--- config.mk ---
export PLATFORM = sky130hd
export DESIGN_NAME = ind_reg_bridge
export DESIGN_NICKNAME = d
export VERILOG_FILES = /design/src/rtl/ind_reg_bridge.sv
export SDC_FILE = /design/constraint.sdc
export NUM_CORES = 1
export LEC_CHECK = 0
export ABC_CLOCK_PERIOD_IN_PS = 2400
export BUFFER_PORTS_ARGS = -buffer_cell sky130_fd_sc_hd__clkbuf_2
export CAP_MARGIN = 10
export CORE_UTILIZATION = 26
export CTS_CLUSTER_DIAMETER = 60
export DETAILED_ROUTE_END_ITERATION = 6
export RECOVER_POWER = 50
export SYNTH_ARGS = -nofsm -noshare
export SYNTH_HDL_FRONTEND = slang
export SYNTH_SLANG_ARGS = --single-unit
--- constraint.sdc ---
create_clock -name clk -period 2.4 [get_ports clk]
set_input_delay 0.24 -clock clk [delete_from_list [all_inputs] [get_ports clk]]
set_output_delay 0.24 -clock clk [all_outputs]
set_load 0.02 [all_outputs]
--- src/rtl/ind_reg_bridge.sv ---
module ind_reg_bridge #(
  parameter int LONG_CYCLES  = 7,
  parameter int SHORT_CYCLES = 6,
  localparam int NREG  = 16,
  localparam int CNT_W = $clog2(LONG_CYCLES + 1)
) (
  input  logic       clk,
  input  logic       por_n,
  input  logic       rst_n,
  input  logic       host_wr,
  input  logic       host_sel,
  input  logic [7:0] host_wdata,
  output logic [7:0] adr_rdata,
  output logic [7:0] dat_rdata
);

  localparam logic [CNT_W-1:0] LONG_LOAD  = CNT_W'(LONG_CYCLES - 1);
  localparam logic [CNT_W-1:0] SHORT_LOAD = CNT_W'(SHORT_CYCLES - 1);

  function automatic logic slot_valid(input logic [3:0] a);
    return (a <= 4'd6) || (a >= 4'd8 && a <= 4'd11);
  endfunction

  logic [3:0]       addr_q;
  logic             short_q;
  logic [7:0]       dat_q;
  logic             busy_q;
  logic             rd_q;
  logic [CNT_W-1:0] cnt_q;
  logic [7:0]       bank [NREG];

  wire idle     = ~busy_q;
  wire adr_wr   = host_wr & ~host_sel & idle;
  wire start_rd = adr_wr & host_wdata[7];
  wire start_wr = host_wr & host_sel & idle;
  wire done     = busy_q && cnt_q == '0;
  wire len_mode = adr_wr ? host_wdata[4] : short_q;
  wire [7:0] rd_val = slot_valid(addr_q) ? bank[addr_q] : 8'h00;

  assign adr_rdata = {busy_q, 2'b00, short_q, addr_q};
  assign dat_rdata = dat_q;

  always_ff @(posedge clk) begin
    if (!por_n) begin
      addr_q  <= '0;
      short_q <= 1'b1;
      dat_q   <= '0;
    end else begin
      if (adr_wr) begin
        addr_q  <= host_wdata[3:0];
        short_q <= host_wdata[4];
      end
      if (rst_n) begin
        if (start_wr)
          dat_q <= host_wdata;
        else if (done && rd_q)
          dat_q <= rd_val;
      end
    end
  end

  always_ff @(posedge clk) begin
    if (!por_n || !rst_n) begin
      busy_q <= 1'b0;
      rd_q   <= 1'b0;
      cnt_q  <= '0;
    end else if (start_rd || start_wr) begin
      busy_q <= 1'b1;
      rd_q   <= start_rd;
      cnt_q  <= len_mode ? SHORT_LOAD : LONG_LOAD;
    end else if (done) begin
      busy_q <= 1'b0;
    end else if (busy_q) begin
      cnt_q <= cnt_q - 1'b1;
    end
  end

  always_ff @(posedge clk) begin
    if (!por_n || !rst_n) begin
      for (int i = 0; i < NREG; i++) bank[i] <= '0;
    end else if (done && !rd_q && slot_valid(addr_q)) begin
      bank[addr_q] <= dat_q;
    end
  end

  logic [CNT_W:0] run_q;
  logic           run_short_q;
  always_ff @(posedge clk) begin
    if (!por_n || !rst_n) begin
      run_q       <= '0;
      run_short_q <= 1'b0;
    end else if (start_rd || start_wr) begin
      run_q       <= (CNT_W+1)'(1);
      run_short_q <= len_mode;
    end else if (busy_q && !done) begin
      run_q <= run_q + 1'b1;
    end
  end

  AST_START_SETS_BUSY: assert property (@(posedge clk) disable iff (!por_n || !rst_n)
    (idle && host_wr && (host_sel || host_wdata[7])) |=> adr_rdata[7]);
  AST_ADR_ONLY_NO_BUSY: assert property (@(posedge clk) disable iff (!por_n || !rst_n)
    (idle && host_wr && !host_sel && !host_wdata[7]) |=> (!adr_rdata[7] && $stable(dat_rdata)));
  AST_BUSY_LENGTH: assert property (@(posedge clk) disable iff (!por_n || !rst_n)
    done |-> (run_q == (run_short_q ? (CNT_W+1)'(SHORT_CYCLES) : (CNT_W+1)'(LONG_CYCLES))));
  AST_BUSY_FREEZE: assert property (@(posedge clk) disable iff (!por_n || !rst_n)
    busy_q |=> ($stable(adr_rdata[4:0])));
  AST_DAT_HOLD: assert property (@(posedge clk) disable iff (!por_n || !rst_n)
    ((busy_q && !(done && rd_q)) || (idle && !(host_wr && host_sel))) |=> $stable(dat_rdata));
  AST_DAT_WR_CAPTURE: assert property (@(posedge clk) disable iff (!por_n || !rst_n)
    (idle && host_wr && host_sel) |=> (dat_rdata == $past(host_wdata)));
  AST_RSVD_ZERO: assert property (@(posedge clk) disable iff (!por_n)
    adr_rdata[6:5] == 2'b00);

endmodule

==> results_dict.tcl, run 1 <==
set metrics [dict create \
    crit_family "simple AND/OR/NAND/NOR gates" \
    grt_pass1_wl_um 23000 \
    fin_crit_ps 2199 \
    grt.total_usage_pct 12.18 \
    slew_headroom_pct 45.09 \
    cap_viol_max_count 0 \
    layout_commonest_cell "edfxtp_1" \
    cts_resized 0 \
    clkTransAtPathRegs_ps 60 \
    viasPerCell 4.411 \
    clkLatencyLatePin_ps 420 \
    start_util_pct 26.48 \
    grt_start_max_net_pins 19 \
    async_flop_share_pct 0 \
    path_cells "inv_1 > ha_1 > and4_1 > nand3_1 > nor4b_4 > or2_2" \
    synth_fa_ha_area_share_pct 0.3752 \
    cp-end-kind "flip-flop" \
    final_hold_viol_count 0 \
    synth_edf_count 128 \
    ys_warn_count 0 \
    cp.required_ps 2520 \
    min_path_type "in -> reg" \
    ir_drop_mv 0.4697 \
    power.leakage_nw 2.886 \
    synth.distinct_cells 42 \
    antenna_found_initial 0 \
    max_freq_ghz 0.4547 \
    finClkSkew_ps 5.765 \
    syn_inst 429 \
    cts-root-buf "clkbuf_16" \
    drc 0 \
    cts_setup_buffers 0 \
    cts_buffer_depth 2 \
    critical_path_arrival_ps 2320 \
    synthXorXnorAreaFrac_pct 0.1313 \
    finalSetupViolCount 0 \
    criticalPathCategory "reg -> reg" \
    finalMaxSlewViolations 0 \
    vias 3749 \
    synth_area_sq_um 6669 \
    critPathMaxFanout 9 \
    ant_nets 0 \
    finalWirelength_um 15140 \
    syn_avg_cell_area_sq_um 15.55 \
    power_density_nw_per_um2 748.0 \
    diodes 0 \
    rsz0062_at_grt "false" \
    synthFlopType "edfxtp_1" \
    die-area_sq_um 26290 \
    nets 523 \
    cts_buffers 17 \
    postCtsHoldBufs 0 \
    rows 58 \
    ys_ff_latch 150 \
    cp_slowest_cell "nor4b_4" \
    path_buf_inv 1 \
    die_h_um 162.2 \
    coreArea_sq_um 25180 \
    drive_gt1_share_pct 16.35 \
    final.setup.tns_ps 0 \
    slowest_delay_ps 440 \
    ios 29 \
    synthMuxAreaShare_pct 15.07 \
    ys_seq_area_share_pct 64.24 \
    synth_compound_area_share_pct 3.114 \
    wl_per_cell_um 17.81 \
    synth-simple-area-share_pct 14.50 \
    die_w_um 162.2 \
    place_hpwl_um 10520 \
    areaGrowthSynthToFinish_pct 17.60 \
    drt_pass1_iterations 5 \
    status "completed" \
    cts_tree "done" \
    period_share_pct 91.64 \
    port_buffers 26 \
    cts_sinks 150 \
    fin_ws_ps 200.7 \
    synth_top_family_by_area "multiplexers" \
    gp_congestion 0.8603 \
    htreeDepth 4 \
    overflow 0 \
    tightest_slew_ps 822.0 \
    drt_iter0_markers 313 \
    dp_slack_ps 214.9 \
    start_kind "flip-flop" \
    grt_pass1_vias 3857 \
    layout.cells.most_common_list "edfxtp_1 (128), and2_1 (60), conb_1 (42), and2_0 (29), clkbuf_1 (28)" \
]
## path summary, 6_finish.rpt
path                                   end          start  depth (start not counted)  slack, ps
worst min register to register        rd_q           rd_q                          2        520
worst min-delay path                  rd_q  host_wdata[7]                          3        110
worst max-delay path            bank[6][4]       cnt_q[0]                          6        200
worst max register to register  bank[6][4]       cnt_q[0]                          6        200
## final cells by class
class                           instances  area (sq um)
Sequential cell                       150          4285
Fill cell                            2432         17340
Tap cell                              330         412.9
Inverter                                3         11.26
Multi-Input combinational cell        288          2355
Clock buffer                           19         432.9
Timing Repair Buffer                   48         232.7
Clock inverter                         12         112.6
## Yosys cell counts, types with 2 or more instances
cell type,instances,area share (%)
a211oi_1,2,0.23
a21oi_1,13,0.98
and2_1,89,8.3
and3_1,8,0.75
buf_1,4,0.23
buf_2,5,0.38
buf_4,5,0.56
buf_6,3,0.51
clkbuf_1,12,0.68
dfxtp_1,22,6.6
edfxtp_1,128,58
ha_1,2,0.38
inv_1,3,0.17
mux2_2,8,1.4
mux2i_1,13,2.0
mux4_1,17,6.7
mux4_2,15,5.1
nand2_1,19,1.1
nand2b_1,5,0.47
nand3_1,3,0.23
nor2_1,12,0.68
nor3_1,3,0.23
o211ai_1,2,0.23
o221ai_1,8,1.1
or2_2,11,1.0
## worst min-delay path, cell delays in order
cell and delay [ps]:
clkbuf_2 120, nand2_1 60, a21oi_1 50
## stage by stage
| stage | hold slack [ps] | utilization [%] | std cells | cell area [sq um] | total power [W] |
|---|---|---|---|---|---|
| floorplan | 376.0 | - | 470 | 6823 | 0.003297 |
| global placement | 489.6 | 29.29 | 819 | 7376 | 0.003428 |
| detailed placement | 509.0 | 29.29 | 819 | 7376 | 0.003438 |
| CTS | 103.1 | 31.46 | 850 | 7921 | 0.005920 |
| global route | 137.7 | 31.14 | 850 | 7843 | 0.006049 |
| finish | 112.5 | 31.14 | 850 | 7843 | 0.005866 |
## cells by family (layout without fill, tap and decap cells)
group	count (synthesis)	count (layout)
flops	150	150
buf+inv	32	82
fa+ha+maj	2	2
simple gates	160	160
compound gates	30	30
xor+xnor	1	1
mux	53	53
other cells	1	42
## power breakdown
group | switching, W | internal [W]
logic | 0.000196 | 0.000135
registers | 0.0000725 | 0.00297
clock network | 0.000994 | 0.00150
## state kept, by name (all words and copies together) (netlist names), named ones only
signal	count
short_q	1
addr_q	4
bank	128
rd_q	1
cnt_q	3
dat_rdata	8
busy_q	1
## per-layer routing
layer	share of wire [%]	up-vias	wire length, um	global-route usage [%]
li1	-	1737	-	-
met1	44	1875	6687	15.98
met2	48	114	7280	19.45
met3	5.7	23	863	3.013
met4	2.0	0	307	4.417
met5	0	-	0	0
(Power assumes the default switching activity.)
==> run 2, diff against run 1 <==
--- a/config.mk
+++ b/config.mk
@@ -5,7 +5,6 @@
 export SDC_FILE = /design/constraint.sdc
 export NUM_CORES = 1
 export LEC_CHECK = 0
-export ABC_CLOCK_PERIOD_IN_PS = 2400
 export BUFFER_PORTS_ARGS = -buffer_cell sky130_fd_sc_hd__clkbuf_2
 export CAP_MARGIN = 10
 export CORE_UTILIZATION = 26
==> constraint.sdc (replaced) <==
create_clock -name clk -period 2 [get_ports clk]
set_input_delay 0.2 -clock clk [delete_from_list [all_inputs] [get_ports clk]]
set_output_delay 0.2 -clock clk [all_outputs]
set_load 0.02 [all_outputs]
==> results_dict.tcl, run 2 (synthesis gave the netlist of run 1 again) <==
set metrics [dict create \
    r2r_setup_slack_ps 70 \
    seq_power_share_pct 53.0 \
    vias 3761 \
    cts_sinks 150 \
    path_cells "clkbuf_2 > nor3b_1 > clkbuf_1 > mux2i_1 > nor2_1" \
    start_kind "flip-flop" \
    grt.total_usage_pct 12.29 \
    fin_crit_ps 1930 \
    cp-end-kind "flip-flop" \
    rows 58 \
    drt_iter0_markers 269 \
    max_freq_ghz 0.5182 \
    fin_util_pct 31.42 \
    clkTransAtPathRegs_ps 60 \
    finalMaxSlewViolations 0 \
    die-area_sq_um 26290 \
    drive_gt1_share_pct 18.03 \
    nets 529 \
    coreArea_sq_um 25180 \
    ios 29 \
    power_density_nw_per_um2 869.9 \
    final_hold_viol_count 0 \
    startpoint "busy_q" \
    seq_area_sq_um 4285 \
    finClkSkew_ps 7.476 \
    layout_commonest_cell "edfxtp_1" \
    min_path_type "in -> reg" \
    drc 0 \
    die_h_um 162.2 \
    grt_start_max_net_pins 33 \
    cts_buffer_depth 2 \
    critical_path_arrival_ps 2210 \
    switching_share_pct 21.55 \
    p_sw_w 0.001483 \
    fill_cells 2447 \
    multi_input_area_sq_um 2376 \
    largest_register_ffs 128 \
    drt_pass1_iterations 4 \
    gp_congestion 0.8120 \
    grt_pass1_wl_um 23250 \
    holdWs_ps 98.54 \
    tightest_slew_ps 686.8 \
    comb_power_share_pct 6.0 \
    grt_pass1_vias 3875 \
    slowest_delay_ps 470 \
    layout.cells.most_common_list "edfxtp_1 (128), and2_1 (73), conb_1 (42), clkbuf_1 (24), dfxtp_1 (21)" \
    ant_nets 0 \
    postCtsHoldBufs 0 \
    cp_slowest_cell "nor3b_1" \
    wl_per_cell_um 17.84 \
    die_w_um 162.2 \
    start_util_pct 26.48 \
    cts-root-buf "clkbuf_16" \
    hold_start "host_wdata[7]" \
    cts_buffers 17 \
    finalSetupViolCount 0 \
    cap_viol_max_count 0 \
    finalWirelength_um 15310 \
    critPathMaxFanout 7 \
    viasPerCell 4.383 \
    power_frac_clock_pct 40.9 \
    rr_startpoint "busy_q" \
    antenna_found_initial 1 \
    period_share_pct 96.49 \
    clkLatencyLatePin_ps 420 \
    power.leakage_nw 2.940 \
    grtUsageMet1_pct 15.91 \
    cp.required_ps 2280 \
    reg2reg_depth 5 \
    htreeDepth 4 \
    slew_headroom_pct 54.15 \
    rsz0062_at_grt "false" \
    status "completed" \
    final.setup.tns_ps 0 \
    areaGrowthSynthToFinish_pct 18.65 \
    largest-register "bank" \
    overflow 0 \
    grt_util_met3_pct 3.039 \
    p_int_w 0.005400 \
    gr-max-usage-layer "met2" \
    place_hpwl_um 10750 \
    port_buffers 26 \
    cts_tree "done" \
    ir_drop_mv 0.5578 \
    criticalPathCategory "reg -> reg" \
    use_met2_pct 19.49 \
]
## run 2: changes by cell type in the layout (fill, tap and decap cells not counted), sizes merged
| cell | before | now |
|---|---|---|
| bufinv | 2 | 1 |
| buf | 10 | 13 |
| clkbuf | 57 | 59 |
| diode | 0 | 1 |
| clkinv | 7 | 10 |
## run 2: power by group through the flow
stage,sequential [W],clock [W],combinational [W]
after floorplan,0.00367,0,0.000289
after global placement,0.00371,0,0.000418
after global routing,0.00367,0.00300,0.000447
final,0.00365,0.00282,0.000416
after detailed placement,0.00372,0,0.000428
after CTS,0.00365,0.00286,0.000429
## run 2: cell type report
type / instances / area share [%]
sequential: 150 / 54.16
clock buffer: 18 / 5.424
multi-input combinational: 288 / 30.03
clock inverter: 14 / 1.170
timing repair buffer: 54 / 3.827
tap: 330 / 5.218
antenna: 1 / 0.03163
inverter: 3 / 0.1423
## run 2: critical path, delay by kind of cell, from the launching register on
family	cells	cell delay, ps
buffers and inverters	2	620
and+or+nand+nor	2	550
DFF	1	350
muxes	1	260
## run 2: layer usage
layer | wire, um | up-vias
met3 | 797 | 27
met4 | 384 | 0
met5 | 0 | -
met2 | 7259 | 97
li1 | - | 1757
met1 | 6866 | 1880
## run 2: through the flow
step | setup slack (ps) | cells | total power [W] | instance area [sq um]
after CTS | 57.23 | 857 | 0.006946 | 7980
after global routing | 3.273 | 857 | 0.007116 | 7910
after floorplan | 86.00 | 470 | 0.003956 | 6823
after detailed placement | 64.49 | 825 | 0.004143 | 7458
after global placement | 116.2 | 825 | 0.004127 | 7458
final | 70.24 | 858 | 0.006883 | 7913
## run 2: worst min path at each step
stage | slack, ps | endpoint | depth (start not counted)
2_1_floorplan | 340 | rd_q | 2
3_3_place_gp | 490 | rd_q | 2
3_5_place_dp | 510 | rd_q | 2
4_1_cts | 80 | rd_q | 3
5_1_grt | 100 | rd_q | 3
6_report | 100 | rd_q | 3
## run 2: timing repair
action	in CTS	in global routing
setup buffers	0	0
setup endpoints to repair	0	31
resized for setup	0	5
hold endpoints to repair	0	0
==> run 3, diff against run 2 <==
--- a/config.mk
+++ b/config.mk
@@ -11,6 +11,7 @@
 export CTS_CLUSTER_DIAMETER = 60
 export DETAILED_ROUTE_END_ITERATION = 6
 export RECOVER_POWER = 50
+export SETUP_SLACK_MARGIN = 0.2
 export SYNTH_ARGS = -nofsm -noshare
 export SYNTH_HDL_FRONTEND = slang
 export SYNTH_SLANG_ARGS = --single-unit
==> results_dict.tcl, run 3 (synthesis gave the netlist of run 1 again) <==
set metrics [dict create \
    hold_start "host_wdata[7]" \
    finalWirelength_um 15540 \
    start_util_pct 26.48 \
    largest_register_ffs 128 \
    rr_startpoint "cnt_q[0]" \
    clkLatencyLatePin_ps 430 \
    coreArea_sq_um 25180 \
    critical_path_arrival_ps 1940 \
    drt_iter0_markers 341 \
    startpoint "cnt_q[0]" \
    dp_cells 824 \
    cts_sinks 150 \
    drt_pass1_iterations 4 \
    finalSetupViolCount 0 \
    wl_per_cell_um 18.11 \
    start_kind "flip-flop" \
    areaGrowthSynthToFinish_pct 21.43 \
    slew_headroom_pct 52.94 \
    postCtsHoldBufs 0 \
    rows 58 \
    clkTransAtPathRegs_ps 70 \
    ant_nets 0 \
    die_w_um 162.2 \
    grt.total_usage_pct 12.30 \
    cts_tree "done" \
    overflow 0 \
    die-area_sq_um 26290 \
    place_hpwl_um 10900 \
    min_path_type "in -> reg" \
    gp_congestion 0.8290 \
    multi_input_area_sq_um 2394 \
    fin_util_pct 32.16 \
    final_hold_viol_count 0 \
    cp-end-kind "flip-flop" \
    max_freq_ghz 0.5470 \
    ir_drop_mv 0.5844 \
    power.leakage_nw 2.998 \
    viasPerCell 4.360 \
    fin_crit_ps 1828 \
    final.setup.tns_ps 0 \
    vias 3741 \
    nets 530 \
    rsz0062_at_grt "false" \
    finClkSkew_ps 10.10 \
    die_h_um 162.2 \
    drive_gt1_share_pct 22.73 \
    cp.required_ps 2110 \
    instances_no_fill 858 \
    critPathMaxFanout 8 \
    seq_area_sq_um 4289 \
    criticalPathCategory "reg -> reg" \
    grt_pass1_wl_um 23180 \
    antenna_found_initial 0 \
    finalMaxSlewViolations 0 \
    fill_cells 2420 \
    tightest_slew_ps 704.9 \
    htreeDepth 4 \
    port_buffers 26 \
    largest-register "bank" \
    status "completed" \
    cts-root-buf "clkbuf_16" \
    diodes 0 \
    cts_buffers 17 \
    cap_viol_max_count 0 \
    ios 29 \
    holdWs_ps 64.71 \
    layout.cells.most_common_list "edfxtp_1 (128), and2_1 (72), conb_1 (42), clkbuf_1 (22), mux4_2 (21)" \
    layout_commonest_cell "edfxtp_1" \
    drc 0 \
    grt_pass1_vias 3859 \
    grt_start_max_net_pins 33 \
    power_density_nw_per_um2 932.5 \
    cts_buffer_depth 2 \
    period_share_pct 91.41 \
]
-- run 3: cell count changes in the layout (fill, tap and decap cells not counted), sizes merged --
cell,delta
buf,+7
clkinv,-7
clkbuf,-5
inv,+4
bufinv,+3
clkinvlp,-1
diode,-1
-- run 3: area by class of cell --
cell class / instances / area share, %
Clock buffer: 19 / 5.470
Clock inverter: 13 / 2.426
Inverter: 3 / 0.1391
Multi-Input combinational cell: 288 / 29.56
Sequential cell: 150 / 52.97
Tap cell: 330 / 5.099
Timing Repair Buffer: 55 / 4.342
-- run 3: per-layer routing --
metal  GRT usage (%)  vias to the layer above  routed length [um]
met1           15.45                     1881                6730
met5               0                        -                   0
met2           20.17                       84                7861
met3           3.422                       21                 647
met4           4.460                        0                 295
li1                -                     1755                   -
-- run 3: critical path: stages (launching register included) --
cell and delay, ps:
dfxtp_1 330, inv_2 80, ha_4 150, and4_4 240, nand3_1 240, nor2_1 210
or2_2 270
-- run 3: metrics by stage --
| stage | setup slack, ps | total power, W | instance area [sq um] |
|---|---|---|---|
| 2_1_floorplan | 159.2 | 0.003959 | 6843 |
| 3_3_place_gp | 104.2 | 0.004130 | 7458 |
| 3_5_place_dp | 20.16 | 0.004145 | 7458 |
| 4_1_cts | 204.8 | 0.007577 | 8134 |
| 5_1_grt | 103.7 | 0.007748 | 8098 |
| 6_report | 171.7 | 0.007551 | 8098 |
-- run 3: what timing repair did --
action,CTS,global route
setup buffers,1,0
pin swaps,3,4
resized for setup,11,17
setup endpoints to repair,132,64
cloned,0,1
-- run 3: power breakdown --
group	internal, W	switching, W
logic	0.000184	0.000243
clock network	0.00214	0.00132
registers	0.00356	0.0000971
-- run 3: final timing paths --
| check | slack (ps) | to | cells after the start |
|---|---|---|---|
| min reg2reg | 520 | rd_q | 2 |
| min | 60 | rd_q | 3 |
| max | 170 | bank[8][3] | 6 |
| max reg2reg | 170 | bank[8][3] | 6 |
